`src/rtl/aperture_plane_mapper.sv`:
```
module aperture_plane_mapper #(
  parameter int ADDR_W      = 20,
  parameter int OFF_W       = 17,
  parameter int NARROW_BITS = 16,
  parameter int WIDE_BITS   = 17,
  parameter logic [ADDR_W-1:0] BASE = 20'hA0000
) (
  input  logic              clk,
  input  logic              rst_n,
  input  logic              acc_stb,
  input  logic              acc_we,
  input  logic [ADDR_W-1:0] cpu_addr,
  input  logic              mode_packed,
  input  logic              win_128k,
  output logic              rsp_valid,
  output logic              rsp_we,
  output logic              rsp_hit,
  output logic [3:0]        plane_en,
  output logic [OFF_W-1:0]  plane_off
);

  logic [ADDR_W:0]   diff;
  logic [ADDR_W-1:0] win;
  logic              below, in_ap;
  logic [1:0]        sel;
  logic [OFF_W-1:0]  off_chain, off_packed;

  assign diff  = {1'b0, cpu_addr} - {1'b0, BASE};
  assign below = diff[ADDR_W];
  assign win   = diff[ADDR_W-1:0];
  assign in_ap = !below && (win_128k ? ((win >> WIDE_BITS) == '0)
                                     : ((win >> NARROW_BITS) == '0));
  assign sel        = win[1:0];
  assign off_chain  = {win[OFF_W-1:2], 2'b00};
  assign off_packed = win[OFF_W+1:2];

  always_ff @(posedge clk) begin
    if (!rst_n) begin
      rsp_valid <= 1'b0;
      rsp_we    <= 1'b0;
      rsp_hit   <= 1'b0;
      plane_en  <= '0;
      plane_off <= '0;
    end else begin
      rsp_valid <= acc_stb;
      rsp_we    <= acc_stb && acc_we;
      rsp_hit   <= acc_stb && in_ap;
      plane_en  <= (acc_stb && in_ap) ? (4'b0001 << sel) : 4'b0000;
      if (acc_stb && in_ap)
        plane_off <= mode_packed ? off_packed : off_chain;
      else
        plane_off <= '0;
    end
  end


  stb_to_valid_chk: assert property (@(posedge clk) disable iff (!rst_n)
    acc_stb |=> rsp_valid);


  idle_quiet_chk: assert property (@(posedge clk) disable iff (!rst_n)
    !acc_stb |=> (!rsp_valid && plane_en == 4'b0000));


  miss_no_plane_chk: assert property (@(posedge clk) disable iff (!rst_n)
    !rsp_hit |-> (plane_en == 4'b0000 && plane_off == '0));


  chain_align_chk: assert property (@(posedge clk) disable iff (!rst_n)
    (acc_stb && !mode_packed) |=> (plane_off[1:0] == 2'b00));


  hit_onehot_chk: assert property (@(posedge clk) disable iff (!rst_n)
    rsp_hit |-> ($countones(plane_en) == 1 && rsp_valid));


  we_needs_valid_chk: assert property (@(posedge clk) disable iff (!rst_n)
    rsp_we |-> rsp_valid);

endmodule

```
`config.mk`:
```
export PLATFORM = sky130hd
export DESIGN_NAME = aperture_plane_mapper
export DESIGN_NICKNAME = d
export VERILOG_FILES = /design/src/rtl/aperture_plane_mapper.sv
export SDC_FILE = /design/constraint.sdc
export NUM_CORES = 1
export LEC_CHECK = 0
export ABC_AREA = 1
export CORE_MARGIN = 10
export CORE_UTILIZATION = 41
export DETAILED_ROUTE_END_ITERATION = 8
export PLACE_DENSITY_LB_ADDON = 0.05
export SLEW_MARGIN = 20
export SYNTH_ARGS = -nofsm -noshare
export SYNTH_HDL_FRONTEND = slang
export SYNTH_SLANG_ARGS = --single-unit
```
`constraint.sdc`:
```
create_clock -name clk -period 1.88 [get_ports clk]
set_input_delay 0.376 -clock clk [delete_from_list [all_inputs] [get_ports clk]]
set_output_delay 0.376 -clock clk [all_outputs]
set_load 0.02 [all_outputs]
```
* Word-level counts from Yosys, hierarchy flattened *
Index checks and enable logic that the tools add are counted.
Widths: inputs -> output; s select.

word-level totals
  logic and storage cells = 18
  output and inout port bits = 24
  input port bits = 26
  register bits after elaboration = 24

cells by class
  shifts and indexed selects = 1
  add/sub/neg operators = 1
  reductions and logical operators = 8
  muxes and demuxes = 2

operators with widths
  cell                    number
  $logic_not 20->1        2
  $sub 20x20->21 const B  1
  $mux 17                 1
  $shl 1x2->4 const A     1
  $logic_and 1x1->1       3
  $reduce_and 3->1        1
  $reduce_and 2->1        1
  $logic_not 1->1         1
  $mux 1                  1

* Logic depth before layout (Yosys ltp) *
  word-level depth = 6
  gate-level depth with buffers = 9
  gate-level depth less buffers = 8

* Worst setup path before layout *
Ideal clock, no wire load.

  path type = input port to flip-flop
  start = input cpu_addr[17]
  end = register plane_off[7]
  arrival = 1.146 ns
  data required time = 1.759 ns
  cell stages on the path = 7
  path slack = 0.613 ns
  library setup time = 0.121 ns
  cell sequence = inv_1 ha_1 nand3b_1 nand2_2 nand2_4 buf_12 nor2_4

between the ends
  longest elaborated chain between the ends = 6
  elaborated cells on any way between the ends = 8

ends and longest elaborated chain
  what                                 line    RTL
  from (decl)                          12      input logic [ADDR_W-1:0] cpu_addr,
  $sub 20x20->21 (*)                   28      assign diff = {1'b0, cpu_addr} - {1'b0, BASE};
  $logic_not 20->1 (on tied branches)  32, 31
  $mux 1                               31      assign in_ap = !below && (win_128k ? ((win >> WIDE_BITS) == '0)
  $logic_and 1x1->1 (*)                31
  $logic_and 1x1->1 (*)                49      if (acc_stb && in_ap)
  $reduce_and 2->1 (no line) (*)       -
  to (signal assigned)                 50      plane_off <= mode_packed ? off_packed : off_chain;
  to (decl)                            19      output logic [OFF_W-1:0] plane_off

Every way passes the cells marked *; elsewhere a longest branch is shown, timed or not.
A chain may end at the register's enable or synchronous reset.

* Worst setup path after layout *
  start = register plane_off[6]
  end = output plane_off[6]

No word-level cell between the ends.

==> results.md <==
- Cell Area, Synth: ~940 um2
- Post-synth cell types: 18
- Xor/xnor cell area share of the yosys netlist: 0%
- CP top delay family: buffers and inverters
- Tmin final: 1.62 ns
- Max frequency: 0.618 GHz
- DRT antenna net count: 0
- Flops & latches, synth: 24
- Layout cells sized above 1: 13.6%
- Post-synthesis compound-gate area fraction: around 2.7%
- Antenna cells: 0
- Power per cell area: about 600 nW/um2
- DR vias: 769
- Routed vias/inst: 4.39
- Leak: about 0.67 nW
- Rel. slew slack: between 80% and 90%
- Drt initial violations: 9
- Fin. Hold Viols: 0
- Reg clk slew, reported paths: roughly 0.12 ns
- Buf/Inv on CP: 1
- Post-route clock period utilization: 86.1%
- I/O Pins: 50
- Post-DP HPWL: around 1800 um
- Hold Path Class: input port to flip-flop
- Largest net degree at the start of global routing: 18
- Share of the synthesized area in the top cell type: 51.1%
- Data required time of the worst path: 1.50 ns
- TritonCTS buffer count: 3
- Syn avg cell area: 9.80 um2
- Number of antenna violations at the first check in global routing: 0
- VDD IR-drop max: approximately 0.00043 V
- Area of the multi-input gates: roughly 370 um2
- First-pass GRT wire length: 3330 um
- FF+latch area: 480 um2
- Worst hold slack: about 0.58 ns
- DRC viols: 0
- Yosys top cell by area: dfxtp_1
- Total track usage: 9.53%
- Actual transition at the worst max-transition pin: about 0.25 ns
- CTS tree: yes
- Design Power: between 0.8 and 0.9 mW
- Clk sinks: 24
- PostCTS Resize Cnt: 0
- Core area: approximately 2200 um2
- Endpoint class of the critical path: primary output
- Setup tns final: 0 ns
- Post-DP Area: 1460 um2
- Crit path arrival time: roughly 1.2 ns
- Root buf cell: clkbuf_4
- Total wire length: ~2200 um
- First-pass DRT Iterations: 2
- H-tree Lvls: 1
- Placed cells: ~170
- CP max-delay cell: clkdlybuf4s50_1
- Crit start category: flip-flop
- Max_cap viols: 0
- Simple-gate portion of the synthesized area: a little under a quarter
- Seq/Total Area, Yosys: about half
- Layout area overhead: 57.4%
- Post-CTS setup buffers: 0
- Fill count: 188
- Crit-path max cell delay: 0.61 ns
- Routed length per instance: roughly 12 um
- Grt total ovfl: 0
- Synthesized Nets: 124
- Pins Over Slew Limit: 0
- Die Area: roughly 4600 um2
- Post-CTS Hold Buffers: 0
- WS Path Type: flip-flop to primary output
- Status: finished, final reports clean
- Setup Viol. Count Final: 0
- Initial Util: a little over two fifths
- Post-Synth Adder-Cell Area: roughly 2.7%
- Nets: about 180
- DIE HEIGHT: 67.9 um
- Synth area leaders: dfxtp_1 51%, mux2i_1 12%, nor2_1 6.0%
- Largest family of logic cells by synthesized area: simple AND/OR/NAND/NOR gates
- Max clock buf depth: 2
- Mapped Cells: 96
- Mux cell area share after synthesis: 11.7%
- Row count: 17
- Peak fanout along the critical path: 1
- Post-route cell area: about 1500 um2
- Port bufs: 49
- Number of global-route vias before repair: around 750
- Crit path cell chain: clkdlybuf4s50_1
- GPL Wtd Cong: between 0.7 and 0.8
- Ys Warns: 0
- Unrepaired setup endpoints after global routing: false
- Die width: slightly below 70 um
- Non-Filler Instances: 175
## cell usage after synthesis
cell type / number
a21oi_1: 2
buf_12: 1
buf_4: 2
dfxtp_1: 24
ha_1: 2
inv_1: 14
mux2i_1: 11
nand2_1: 3
nand2_2: 3
nand2_4: 1
nand3_1: 3
nand3b_1: 1
nor2_1: 15
nor2_2: 8
nor2_4: 2
nor2_8: 1
o21ai_0: 2
o21ai_1: 1
## where the power goes
part           internal [mW]  total (mW)  switching [mW]
sequential             0.515       0.517         0.00161
clock                 0.0746       0.212           0.137
combinational         0.0858       0.152          0.0658
total                  0.675       0.880           0.205
## sequential cells by signal, indices dropped and copies added (netlist names)
register   count
plane_en       4
plane_off     17
rsp_hit        1
rsp_valid      1
rsp_we         1
## cell families (layout without fill, tap and decap cells)
kind of cell | after synthesis | count (layout)
buffers and inverters | 17 | 68
AOI/OAI and AO/OA | 5 | 5
and+or+nand+nor | 37 | 37
DFF | 24 | 24
muxes | 11 | 11
adders and majority gates | 2 | 2
## layout by cell type (no fill, tap or decap), drive strengths merged
cell type,instances
clkdlybuf4s50,49
nor2,26
dfxtp,24
inv,14
mux2i,11
nand2,7
nand3,3
clkbuf,3
o21ai,3
a21oi,2
ha,2
buf,2
nand3b,1
## layout make-up
| cell class | count | area share [%] |
|---|---|---|
| repair buffers | 51 | 35.0 |
| flip-flops and latches | 24 | 32.4 |
| multi-input cells | 55 | 25.2 |
| inverters | 14 | 3.55 |
| well taps | 28 | 2.36 |
| clock buffers | 3 | 1.52 |
## through the flow
step / setup slack, ns / utilization [%]
finish: 0.261 / 67.6
global route: 0.191 / 67.6
detailed placement: 0.0475 / 66.6
CTS: 0.233 / 67.6
floorplan: 0.613 / -
global placement: 0.0859 / 66.6
## metal layers
layer,wire [um],GRT usage [%],part of all wire [%],vias to the layer above
met3,238,4.24,11,2
met1,847,9.98,39,342
met5,0,0,0,-
met2,1080,16.1,49,25
li1,-,-,-,400
met4,17,4.52,0.78,0
## path summary, 6_finish.rpt
path / cells past startpoint / to / startpoint / slack [ns]
min: 3 / rsp_we / acc_we / 0.58
max: 1 / plane_off[6] / plane_off[6] / 0.26
Power figures use the tool's default switching activity.
